File: config.mk
export PLATFORM = sky130hd
export DESIGN_NAME = pwm3l_modulator
export DESIGN_NICKNAME = d
export VERILOG_FILES = /design/src/rtl/pwm3l_pkg.sv /design/src/rtl/pwm3l_carrier.sv /design/src/rtl/pwm3l_stage.sv /design/src/rtl/pwm3l_deadband.sv /design/src/rtl/pwm3l_phase.sv /design/src/rtl/pwm3l_modulator.sv
export SDC_FILE = /design/constraint.sdc
export NUM_CORES = 1
export LEC_CHECK = 0
export ABC_AREA = 1
export CAP_MARGIN = 20
export CELL_PAD_IN_SITES_DETAIL_PLACEMENT = 0
export CELL_PAD_IN_SITES_GLOBAL_PLACEMENT = 1
export CORE_MARGIN = 2
export CORE_UTILIZATION = 45
export DETAILED_ROUTE_END_ITERATION = 8
export PLACE_DENSITY_LB_ADDON = 0.05
export SYNTH_ARGS = -nofsm -noshare
export SYNTH_HDL_FRONTEND = slang
export SYNTH_HIERARCHICAL = 1
export SYNTH_SLANG_ARGS = --single-unit
File: constraint.sdc
create_clock -name clk -period 7.33 [get_ports clk]
set_input_delay 1.0995 -clock clk [delete_from_list [all_inputs] [get_ports clk]]
set_output_delay 1.0995 -clock clk [all_outputs]
set_load 0.02 [all_outputs]
File: src/rtl/pwm3l_pkg.sv
package pwm3l_pkg;
  typedef enum logic [1:0] {
    LVL_ZERO = 2'b00,
    LVL_POS  = 2'b01,
    LVL_NEG  = 2'b11
  } lvl_e;
endpackage

File: src/rtl/pwm3l_carrier.sv
module pwm3l_carrier #(
  parameter int TOP = 10416,
  localparam int CW = $clog2(TOP + 1)
) (
  input  logic          clk,
  input  logic          rst_n,
  output logic [CW-1:0] ramp,
  output logic          peak
);
  logic rising;

  always_ff @(posedge clk or negedge rst_n) begin
    if (!rst_n) begin
      ramp   <= '0;
      rising <= 1'b1;
    end else if (rising) begin
      ramp <= ramp + 1'b1;
      if (ramp == CW'(TOP - 1)) rising <= 1'b0;
    end else begin
      ramp <= ramp - 1'b1;
      if (ramp == CW'(1)) rising <= 1'b1;
    end
  end

  assign peak = (ramp == CW'(TOP));
endmodule

File: src/rtl/pwm3l_stage.sv
module pwm3l_stage #(
  parameter int DW         = 16,
  parameter int TOP        = 10416,
  parameter int OFS_PERMIL = 50
) (
  input  logic                clk,
  input  logic                rst_n,
  input  logic                in_valid,
  output logic                in_ready,
  input  logic [2:0][DW-1:0]  in_w,
  input  logic [DW-1:0]       in_ofs,
  input  logic                peak,
  output logic [2:0][DW-1:0]  act_w
);
  localparam int OMAX_I = TOP * OFS_PERMIL / 1000;
  localparam logic signed [DW:0] FS_P = (DW + 1)'(TOP);
  localparam logic signed [DW:0] OM_P = (DW + 1)'(OMAX_I);

  logic                full;
  logic [2:0][DW-1:0]  stg_w;
  logic [DW-1:0]       stg_ofs;
  logic signed [DW:0]  ofs_c;
  logic [2:0][DW-1:0]  sat_w;

  function automatic logic signed [DW:0] lim(input logic signed [DW:0] v,
                                             input logic signed [DW:0] hi);
    if (v > hi) return hi;
    else if (v < -hi) return -hi;
    else return v;
  endfunction

  function automatic logic [DW-1:0] narrow(input logic signed [DW:0] v);
    logic signed [DW:0] t;
    t = lim(v, FS_P);
    return t[DW-1:0];
  endfunction

  assign ofs_c = lim($signed({stg_ofs[DW-1], stg_ofs}), OM_P);

  for (genvar p = 0; p < 3; p++) begin : g_sum
    logic signed [DW:0] sum;
    assign sum      = $signed({stg_w[p][DW-1], stg_w[p]}) + ofs_c;
    assign sat_w[p] = narrow(sum);
  end

  always_ff @(posedge clk or negedge rst_n) begin
    if (!rst_n) begin
      full    <= 1'b0;
      stg_w   <= '0;
      stg_ofs <= '0;
      act_w   <= '0;
    end else if (in_valid && !full) begin
      stg_w   <= in_w;
      stg_ofs <= in_ofs;
      full    <= 1'b1;
    end else if (peak && full) begin
      act_w <= sat_w;
      full  <= 1'b0;
    end
  end

  assign in_ready = !full;
endmodule

File: src/rtl/pwm3l_deadband.sv
module pwm3l_deadband #(
  parameter int DT_W = 8
) (
  input  logic            clk,
  input  logic            rst_n,
  input  logic            cmd,
  input  logic [DT_W-1:0] dead,
  output logic            gate
);
  logic [DT_W-1:0] held;

  always_ff @(posedge clk or negedge rst_n) begin
    if (!rst_n) begin
      held <= '0;
      gate <= 1'b0;
    end else if (!cmd) begin
      held <= '0;
      gate <= 1'b0;
    end else if (held >= dead) begin
      gate <= 1'b1;
    end else begin
      held <= held + 1'b1;
    end
  end
endmodule

File: src/rtl/pwm3l_phase.sv
module pwm3l_phase #(
  parameter int DW   = 16,
  parameter int CW   = 14,
  parameter int DT_W = 8
) (
  input  logic            clk,
  input  logic            rst_n,
  input  logic [CW-1:0]   ramp,
  input  logic [DW-1:0]   w,
  input  logic [DT_W-1:0] dead,
  output logic [3:0]      gate,
  output logic [1:0]      level
);
  import pwm3l_pkg::*;

  logic signed [DW:0] c_hi, c_lo, wx;
  logic               above, below;
  logic [3:0]         cmd;
  lvl_e               lvl_q;

  assign c_hi  = $signed((DW + 1)'(ramp));
  assign c_lo  = -c_hi;
  assign wx    = $signed({w[DW-1], w});
  assign above = (wx > c_hi);
  assign below = (wx < c_lo);

  always_ff @(posedge clk or negedge rst_n) begin
    if (!rst_n) begin
      cmd   <= '0;
      lvl_q <= LVL_ZERO;
    end else begin
      cmd <= {below, ~above, ~below, above};
      if (cmd[0])      lvl_q <= LVL_POS;
      else if (cmd[3]) lvl_q <= LVL_NEG;
      else             lvl_q <= LVL_ZERO;
    end
  end

  for (genvar k = 0; k < 4; k++) begin : g_sw
    pwm3l_deadband #(.DT_W(DT_W)) u_db (
      .clk  (clk),
      .rst_n(rst_n),
      .cmd  (cmd[k]),
      .dead (dead),
      .gate (gate[k])
    );
  end

  assign level = lvl_q;
endmodule

File: src/rtl/pwm3l_modulator.sv
module pwm3l_modulator #(
  parameter int DW         = 16,
  parameter int CAR_TOP    = 10416,
  parameter int OFS_PERMIL = 50,
  parameter int DT_W       = 8
) (
  input  logic            clk,
  input  logic            rst_n,
  input  logic            in_valid,
  output logic            in_ready,
  input  logic [DW-1:0]   in_ph_a,
  input  logic [DW-1:0]   in_ph_b,
  input  logic [DW-1:0]   in_ph_c,
  input  logic [DW-1:0]   in_zero_seq,
  input  logic [DT_W-1:0] dead_cyc,
  output logic [3:0]      gate_a,
  output logic [3:0]      gate_b,
  output logic [3:0]      gate_c,
  output logic [1:0]      level_a,
  output logic [1:0]      level_b,
  output logic [1:0]      level_c
);
  localparam int CW = $clog2(CAR_TOP + 1);

  logic [CW-1:0]      ramp;
  logic               car_peak;
  logic [2:0][DW-1:0] act_w;
  logic [2:0][3:0]    gates;
  logic [2:0][1:0]    lvls;

  pwm3l_carrier #(.TOP(CAR_TOP)) u_car (
    .clk  (clk),
    .rst_n(rst_n),
    .ramp (ramp),
    .peak (car_peak)
  );

  pwm3l_stage #(.DW(DW), .TOP(CAR_TOP), .OFS_PERMIL(OFS_PERMIL)) u_stg (
    .clk     (clk),
    .rst_n   (rst_n),
    .in_valid(in_valid),
    .in_ready(in_ready),
    .in_w    ({in_ph_c, in_ph_b, in_ph_a}),
    .in_ofs  (in_zero_seq),
    .peak    (car_peak),
    .act_w   (act_w)
  );

  for (genvar p = 0; p < 3; p++) begin : g_leg
    pwm3l_phase #(.DW(DW), .CW(CW), .DT_W(DT_W)) u_ph (
      .clk  (clk),
      .rst_n(rst_n),
      .ramp (ramp),
      .w    (act_w[p]),
      .dead (dead_cyc),
      .gate (gates[p]),
      .level(lvls[p])
    );
  end

  assign gate_a  = gates[0];
  assign gate_b  = gates[1];
  assign gate_c  = gates[2];
  assign level_a = lvls[0];
  assign level_b = lvls[1];
  assign level_c = lvls[2];
endmodule

# --- Yosys cells after proc, flatten, opt, wreduce, memory -nomap -nowiden ---
# Cells that the tools add are included.
op_classes:
  addsub: 18
  order_cmp: 26
  n_eq_ne: 27
  mux: 68
  bitwise: 7
  n_reduce_logical: 5
ops:
  columns: ["operator", "count"]
  rows:
  - ["$mux W8", 24]
  - ["$add A8 B1 Y8 const B", 12]
  - ["$ge A8 B8 Y1", 12]
  - ["$mux W16", 6]
  - ["$add A16 B17 Y17", 3]
  - ["$gt A17 B15 Y1 const B", 3]
  - ["$lt A16 B17 Y1", 3]
  - ["$lt A17 B15 Y1 const B", 3]
  - ["$gt A16 B15 Y1", 3]
  - ["$ne A2 B2 Y1 const B", 24]
  - ["$mux W17", 2]
  - ["$mux W1", 29]
  - ["$eq A14 B14 Y1 const B", 2]
  - ["$neg A14 Y17", 1]
  - ["$gt A16 B11 Y1 const B", 1]
  - ["$lt A16 B11 Y1 const B", 1]
  - ["$add A14 B1 Y14 const B", 1]
  - ["$eq A14 B1 Y1 const B", 1]
  - ["$mux W14", 1]
  - ["$sub A14 B1 Y14 const B", 1]
  - ["$mux W2", 6]
  - ["$not A1 Y1", 7]
  - ["$logic_and A1 B1 Y1", 2]
  - ["$reduce_and A2 Y1", 1]
  - ["other kinds (2)", 2]
totals:
  register_bits: 254
  inputBits: 75
  word_cells: 191

# --- Longest topological paths before layout ---
# Gate-level depths: netlist of run 1.
depth:
  word_depth: 7
  ltp_mapped: 31
  mapped_depth_nobuf: 30

# --- Cells and area by module ---
# Netlist of run 1, hierarchy kept.
by_module_without_submodules:
  columns: ["module", "instances", "cells_per_inst", "area_each_um2", "seq_area_each_um2"]
  rows:
  - ["pwm3l_deadband", 12, 114, 790.8, 225.2]
  - ["pwm3l_stage", 1, 1199, 8464.4, 2827.7]
  - ["pwm3l_phase", 3, 190, 1297.5, 150.1]
  - ["pwm3l_carrier", 1, 169, 1098.6, 376.6]

# --- Worst setup path after synthesis of run 1 ---
# No wires, ideal clock.
synth_timing:
  path_kind: "register -> register"
  from: "reg u_stg.stg_ofs[11]"
  to: "reg u_stg/act_w[13] (netlist name)"
  t_arrival_ns: 3.809
  t_required_ns: 7.214
  path_slack_ns: 3.404
  path_stages_with_launch: 26
  path_buffers: 2
  period_less_slack_ns: 3.926
  cell_sequence: "dfrtp_1 -> clkinv_1 -> nor4_1 -> o2111ai_1 -> ha_1 -> buf_1 -> inv_1 -> a21oi_1 -> ha_1 -> a21oi_1 -> o21ai_0 -> inv_1 -> nor2_1 -> a2111oi_0 -> nand2_1 -> nand2_1 -> nand2_1 -> nand2_1 -> inv_1 -> nand2_1 -> nand3_2 -> buf_6 -> nand2_1 -> nand2_2 -> nand2_1 -> nand2_1"
synth_between:
  elab_chain_len: 7
  word_cells_on_any_way: 9
  classes_between: "add/sub: 1; order compare: 4; mux: 4"
synth_rtl:
  columns: ["element", "line", "rtl"]
  rows:
  - ["start: declaration", "pwm3l_stage.sv:21", "logic [DW-1:0] stg_ofs;"]
  - ["start signal: assignment", "pwm3l_stage.sv:54", "stg_ofs <= in_ofs;"]
  - ["$lt A16 B11 Y1", "pwm3l_stage.sv:28", "else if (v < -hi) return -hi;"]
  - ["$mux W17", "pwm3l_stage.sv:28", null]
  - ["$mux W17 (*)", "pwm3l_stage.sv:27", "if (v > hi) return hi;"]
  - ["$add A16 B17 Y17 (*)", "pwm3l_stage.sv:42", "assign sum = $signed({stg_w[p][DW-1], stg_w[p]}) + ofs_c;"]
  - ["$lt A17 B15 Y1", "pwm3l_stage.sv:28", null]
  - ["$mux W16", "pwm3l_stage.sv:28", null]
  - ["$mux W16 (*)", "pwm3l_stage.sv:27", null]
  - ["end signal: assignment", "pwm3l_stage.sv:57", "act_w <= sat_w;"]
  - ["end: declaration", "pwm3l_stage.sv:13", "output logic [2:0][DW-1:0] act_w"]
# Mark *: on every way between the ends. The rest lies on a longest branch, timed or not.
# A chain may end at the register's enable or synchronous reset.

# --- Worst setup path after layout of run 1 ---
layout_timing:
  from: "reg u_stg.stg_ofs[11]"
  to: "reg u_stg/act_w[5] (netlist name)"
# Same word-level chain as after synthesis.

==> impl_results.md, run 1 <==
* Status: finished, final reports clean
* Post-DP HPWL at between 40000 and 50000 um
* Core area at roughly 0.050 mm^2
* Root buffer cell: clkbuf_16
* First-pass GRT wire length at 105000 um
* Slew @ Worst Pin at 1010 ps
* Cts repair resizes at 0
* DRC viols at 0
* Hold Slack at 483 ps
* Crit Path Max Fanout at 14
* Peak supply drop at 153 uV
* Critical path startpoint category: register
* Critical Path AT at roughly 5000 ps
* CP endpoint: u_stg/act_w[5]
* Final #Nets at 3715
* Clk Latency, worst-skew pair at around 550 ps
* Initial antenna violation count at 2
* Chip height at roughly 230 um
* Die Wd at 230 um
* Postcts setup bufs at 0
* I/O pins at 94
* Yosys Warn Count at 6
* Row count at 82
* Via count at around 21k
* # setup viols final at 0
* Final Max Slew Viols at 0
* Mapped Cells at 3306
* Vias in the first global route at between 20k and 25k
* Synth Area per Inst at 6.94 um^2
* Worst EP required at 7780 ps
* Hold-fix buffers, CTS at 0
* Area growth syn-to-layout at 12.2%
* Worst-path cell chain: clkinv_1 -> nor4_1 -> o2111ai_1 -> ha_1 -> inv_1 -> a21oi_1 -> ha_1 -> a21oi_1 -> o21ai_0 -> inv_1 -> nor2_1 -> a2111oi_0 -> nand2_1 -> nand2_1 -> nand2_1 -> nand2_1 -> inv_1 -> nand2_1 -> nand3_2 -> nand3_1 -> nand2_1 -> nand2_1 -> nand2_1
* Critical Path Most Common Cell: nand2_1
* Critical Path Max Stage Delay at just over 600 ps
* RR Endpoint: u_stg/act_w[5]
* Post-synth cell types at 47
* All-Layer GR Usage at 24.4%
* TritonCTS clock tree: yes
* Fin. Hold Viols at 0
* Reg-to-Reg Start: u_stg/stg_ofs[11]
* GR Overflow Total at 0
* Synth area leader: dfrtp_1
* Slew margin rel. at 32.4%
* Max Cap Viol at 0
* Worst reg2reg setup slack at 2700 ps
* EDFF count, synth at 0
* Final setup margin at 2700 ps
* Final WL at approximately 63000 um
* Unrepaired setup endpoints after global routing: no
* Num CTS Buffers at 36
* Worst Setup SP: u_stg/stg_ofs[11]
* Vias per std cell at 5.21
* DR pass1 iterations at 5
* Pwr/cell area at around 180 mW/mm^2
* Lkg Pwr at approximately 15 nW
* Setup_tns at 0 ps
* CTS Buffer Depth at 3
* Worst slack, placed at roughly 2700 ps
* Routed wire per std cell at 15.5 um
* Net count after synthesis at 3632
* Slowest cell on crit path: a2111oi_0
* Pin count of the biggest net entering global routing at 85
* Top cells by area, synth: dfrtp_1 (28%), nand2_1 (17%), ha_1 (14%), inv_1 (7.9%), nand3_1 (6.3%)
* Buffers on Ports at 93
* Post-Syn Area at 0.0229 mm^2
* Critical Path Sink Type: register
* Worst Path Buf+Inv at 4
* HP Class: in -> async
* Register area share after synthesis at 27.7%
* DR iter-0 viols at 1049
* Period minus WS final at 4630 ps
* H-tree levels at 2
* Synthesized flop and latch total at ~250
* Fraction of layout cells with a size suffix above 1 at 7.76%
* Worst Skew at 15.0 ps
* Die area at 0.0528 mm^2
* Diodes inserted at 0
* Clock sink total at 254
* Async S/R FF share, synth at 100%
* Initial core utilization at 45.6%
* ANT nets after route at 0
* Period utilisation layout at 63.2%
* Crit Path Class: reg -> reg
* Critical path depth at 23
* Cells on worst reg2reg path at 23
* FMAX at 216 MHz
* Worst-path clk slew at 60 ps
* Post-synth top area share at roughly 28%
* Count leader, synth: nand2_1
* Top cells by count, synth: nand2_1 (1063), inv_1 (481), nand3_1 (289)
* RePlAce Congestion at around 0.94
* Cell family with most CP delay: compound AO/OA/AOI/OAI gates
* Top_reg_cell synth: dfrtp_1
-- cell families after synthesis --
family                   Yosys count  share of synthesized area (%)
XOR/XNOR                          87                           3.35
AO/OA/AOI/OAI                    187                           4.54
multiplexers                      45                           2.21
adder cells (fa/ha/maj)          251                           13.7
AND/OR/NAND/NOR                 1925                           39.0
buffers and inverters            557                           9.53
flip-flops                       254                           27.7
-- per-stage QoR --
| step | util (%) | instance area, um^2 | power (mW) | std cells |
|---|---|---|---|---|
| after global routing | 51.2 | 25700 | 5.00 | 4085 |
| after floorplan | - | 22900 | 2.50 | 3306 |
| after global placement | 48.7 | 24500 | 2.79 | 4023 |
| final | 51.2 | 25700 | 4.67 | 4085 |
| after detailed placement | 48.7 | 24500 | 2.83 | 4023 |
| after CTS | 51.2 | 25700 | 4.74 | 4085 |
-- worst register-to-register path, stage by stage (launching register included) --
cell       delay, ps
dfrtp_1          330
clkinv_1         100
nor4_1           290
o2111ai_1        150
ha_1             480
inv_1            200
a21oi_1          450
ha_1             400
a21oi_1          190
o21ai_0          130
inv_1             80
nor2_1            40
a2111oi_0        620
nand2_1          150
nand2_1          100
nand2_1           70
nand2_1           80
inv_1             40
nand2_1           70
nand3_2          250
nand3_1          150
nand2_1           60
nand2_1           60
nand2_1           50
-- cell usage in the layout, fill, tap and decap left out, types with 4 or more instances in the layout --
cell type	instances
o21a_1	6
nor4_1	6
clkinv_1	15
nand3b_1	30
nand3_2	27
inv_2	7
nor2_2	22
xor2_1	79
buf_4	6
nand4_1	154
nor3_1	22
o21ai_0	21
nand2_2	48
ha_1	251
nand3_4	12
a21oi_1	127
nor2_4	17
bufinv_16	5
clkdlybuf4s50_1	92
nor2_1	210
nand3_1	289
nor3_4	9
a21o_1	19
dfrtp_1	253
mux2_2	45
clkbuf_8	6
clkbuf_16	38
nand2_4	4
xnor2_1	7
inv_1	481
clkbuf_1	5
nand2_1	1062
clkinv_2	5
-- how the worst min path moves through the flow --
stage               cells past startpoint  slack, ps                            endpoint
floorplan                               1        410              g_leg[0].u_ph/level[1]
global placement                        2        480                      u_stg/act_w[0]
detailed placement                      2        470                      u_stg/act_w[0]
CTS                                     2        490                      u_stg/act_w[0]
global route                            2        510                      u_stg/act_w[0]
finish                                  1        480  g_leg[1].u_ph/g_sw[2].u_db/held[2]
-- state kept, by name, summed over array words and instances (netlist names) --
signal and flops:
g_leg.u_ph/g_sw.u_db/gate 12, g_leg.u_ph/level 6, u_stg/act_w 48, g_leg.u_ph/g_sw.u_db/held 96, u_stg/stg_w 48, g_leg.u_ph/cmd 12, u_car/rising 1, u_car/ramp 14
u_stg/stg_ofs 16, u_stg/full 1
-- layout make-up --
cell class                      instances  area (um^2)
Fill cell                            4982        24500
Multi-Input combinational cell       2495        14400
Sequential cell                       254         6360
Inverter                              503         1890
Clock buffer                           49         1050
Timing Repair Buffer                   99          981
Tap cell                              672          841
Clock inverter                         13          208
-- power breakdown --
part / internal (mW) / total, mW / switching, mW
Sequential: 1.54 / 1.74 / 0.203
Combinational: 0.446 / 1.07 / 0.619
Clock: 1.18 / 1.87 / 0.687
-- metal layers --
layer	share of wire, %	GRT usage (%)	vias to the layer above	routed length (um)
li1	-	-	10900	-
met3	3.8	3.32	118	2430
met2	48	43.1	352	30700
met1	44	30.6	9943	28000
met5	0	0	-	0
met4	3.5	8.41	0	2240
(Power assumes the default switching activity.)
==> run 2, diff against run 1 <==
Settings changed: CORE_UTILIZATION 45 to 41.
Clock period 7.33 ns to 4.1 ns, I/O delays scaled along.
==> run 2 against run 1 <==
Effect of this change:
- worst setup slack worse by 2600 ps
- utilization shrank 2.3 points
- cell count grew 3.9%
- cell area up 4.8%
- largest cell class unchanged
- via count up 1.5%
- clock power is 65% higher
- sequential power rose by 79%
==> impl_results.md, run 2 (same netlist as run 1, synthesis figures left out) <==
* Period minus WS final at 3990 ps (was 4630 ps)
* Most frequent cells in the layout: nand2_1 (1048), inv_1 (477), nand3_1 (278) (was nand2_1 (1062), inv_1 (481), nand3_1 (289))
* Critical path startpoint category: register (unchanged)
* HP Class: in -> async (unchanged)
* Dpl cells at 4149 (was 4023)
* Crit Path Max Fanout at 8 (was 14)
* Worst reg2reg setup slack at 110 ps (was 2700 ps)
* Most common cell after layout, fill and taps aside: nand2_1 (unchanged)
* I/O pins at 94 (unchanged)
* Largest register FFs at 96 (unchanged)
* RePlAce Congestion at 0.880 (was 0.944)
* RR Endpoint: u_stg/act_w[10] (was u_stg/act_w[5])
* FMAX at 250 MHz (was 216 MHz)
* Unrepaired setup endpoints after global routing: yes (was no)
* Slew margin rel. at 30.1% (was 32.4%)
* Non-Filler Instances at 4245 (was 4085)
* Buffers on Ports at 93 (unchanged)
* Slew @ Worst Pin at 1040 ps (was 1010 ps)
* Clock sink total at 254 (unchanged)
* Row count at 86 (was 82)
* Metal-1 WL at 29100 um (was 28000 um)
* Post-DP HPWL at 48900 um (was 47600 um)
* Pin count of the biggest net entering global routing at 108 (was 85)
* Initial core utilization at 41.6% (was 45.6%)
* # setup viols final at 0 (unchanged)
* Core area at 0.0552 mm^2 (was 0.0503 mm^2)
* Lkg Pwr at 15.7 nW (was 15.3 nW)
* Multi-input gate area at 0.0150 mm^2 (was 0.0144 mm^2)
* TritonCTS clock tree: yes (unchanged)
* Die area at 0.0579 mm^2 (was 0.0528 mm^2)
* All-Layer GR Usage at 23.0% (was 24.4%)
* Area growth syn-to-layout at 17.5% (was 12.2%)
* Initial antenna violation count at 3 (was 2)
* Period utilisation layout at 97.4% (was 63.2%)
* Biggest registers after layout: g_leg.u_ph/g_sw.u_db/held: 96 flops, u_stg/act_w: 48 flops, u_stg/stg_w: 48 flops (unchanged)
* Fraction of layout cells with a size suffix above 1 at 12.4% (was 7.76%)
* Final setup margin at 107 ps (was 2700 ps)
* Fillcell total at 5543 (was 4982)
* Clk Latency, worst-skew pair at 550 ps (about the same)
* Top Layer Used: met5 (was met4)
* Worst slack, placed at -323 ps (was 2730 ps)
* Cells on worst reg2reg path at 24 (was 23)
* Chip height at 241 um (was 230 um)
* Num CTS Buffers at 35 (was 36)
* Peak supply drop at 326 uV (was 153 uV)
* DR WL met3 at 2110 um (was 2430 um)
* Final #Nets at 3797 (was 3715)
* H-tree levels at 2 (unchanged)
* Reg-to-Reg Start: u_stg/stg_ofs[15] (was u_stg/stg_ofs[11])
* Post-DP Area at 0.0250 mm^2 (was 0.0245 mm^2)
* Worst-path clk slew at 50 ps (was 60 ps)
* Final Max Slew Viols at 0 (unchanged)
* Routed wire per std cell at 15.6 um (was 15.5 um)
* Die Wd at 241 um (was 230 um)
* Met2 wire length at 33400 um (was 30700 um)
* Status: finished, final reports clean (unchanged)
* DR pass1 iterations at 5 (unchanged)
* Worst Skew at 36.3 ps (was 15.0 ps)
* Crit Path Class: reg -> reg (unchanged)
* Root buffer cell: clkbuf_16 (unchanged)
* Vias in the first global route at 20.8k (about the same)
* First-pass GRT wire length at 107000 um (was 105000 um)
* Fin. Hold Viols at 0 (unchanged)
* DR iter-0 viols at 1010 (was 1049)
* Critical Path AT at 4400 ps (was 5080 ps)
* Vias per std cell at 5.08 (was 5.21)
* Critical Path Sink Type: register (unchanged)
* GR Overflow Total at 0 (unchanged)
* Final WL at 66100 um (was 63300 um)
* Final Cell Area at 0.0270 mm^2 (was 0.0257 mm^2)
* CTS Buffer Depth at 3 (unchanged)
* Pwr/cell area at 300 mW/mm^2 (was 181 mW/mm^2)
* Via count at 21.6k (was 21.3k)
* Design Power at 8.10 mW (was 4.67 mW)
* ANT nets after route at 0 (unchanged)
* Diodes inserted at 0 (unchanged)
* Seq. cell area at 0.00636 mm^2 (unchanged)
* Max Cap Viol at 0 (unchanged)
* Reg with most FFs: g_leg.u_ph/g_sw.u_db/held (unchanged)
* Worst EP required at 4500 ps (was 7780 ps)
* DRC viols at 0 (unchanged)
==> run 2: cell types whose count changed in the layout (fill, tap and decap cells not counted), sizes merged <==
cell / change
buf: +78
bufinv: -3
clkinv: +1
clkinvlp: +2
inv: +1
nand3: +5
==> run 2: worst max-delay path by stage <==
stage | cells past startpoint | start | slack, ps | endpoint
6_report | 24 | u_stg/stg_ofs[15] | 110 | u_stg/act_w[10]
5_1_grt | 29 | u_stg/stg_ofs[13] | -160 | u_stg/act_w[11]
2_1_floorplan | 25 | u_stg/stg_ofs[11] | 170 | u_stg/act_w[13]
3_5_place_dp | 21 | u_stg/stg_ofs[11] | -320 | u_stg/act_w[2]
3_3_place_gp | 21 | u_stg/stg_ofs[11] | -240 | u_stg/act_w[1]
4_1_cts | 23 | u_stg/stg_ofs[11] | 30 | u_stg/act_w[13]
==> run 2: cell type report <==
cell class / instances / share of cell area [%]
clock buffer: 49 / 3.78
sequential: 254 / 23.6
timing repair buffer: 177 / 6.10
inverter: 503 / 7.03
clock inverter: 14 / 0.520
tap: 748 / 3.47
multi-input combinational: 2500 / 55.5
==> run 2: stage by stage <==
| step | hold slack (ps) | setup TNS, ps | util (%) |
|---|---|---|---|
| CTS | 177 | 0 | 47.5 |
| global placement | 475 | -3110 | 45.3 |
| finish | 152 | 0 | 48.8 |
| floorplan | 319 | 0 | - |
| global route | 202 | -3310 | 48.8 |
| detailed placement | 470 | -5510 | 45.3 |
==> run 2: power by group <==
| group | leakage, nW | internal (mW) | switching [mW] |
|---|---|---|---|
| Combinational | 11.9 | 0.803 | 1.11 |
| Sequential | 3.25 | 2.74 | 0.362 |
| Clock | 0.572 | 1.87 | 1.22 |
==> run 2: routing by layer <==
| metal | GRT usage [%] | vias up |
|---|---|---|
| met2 | 41.7 | 300 |
| met3 | 3.05 | 91 |
| met4 | 6.00 | 4 |
| met1 | 28.8 | 10100 |
| met5 | 0 | - |
| li1 | - | 11100 |
==> run 2: timing repair <==
item                       in CTS  in global routing
cloned                          0                  5
setup endpoints to repair      42                 42
hold buffers                    0                  0
resized for setup              15                117
buffers inserted                0                 28
pin swaps                       0                 31
==> run 2: worst max-delay path, stage by stage, from the launching register on <==
cell,delay (ps)
dfrtp_1,320
inv_1,50
nor4_2,340
o2111ai_1,170
ha_2,400
inv_4,100
a21oi_4,210
buf_6,140
ha_2,310
nand2_2,100
inv_1,50
nand3_1,80
nor2_1,70
a2111oi_2,390
buf_4,190
nand3_1,90
nand2_2,90
nand2_1,80
nor2_2,100
nand3_2,100
buf_4,160
nand3_4,80
nand2_1,70
nand3_1,80
nand2_1,70
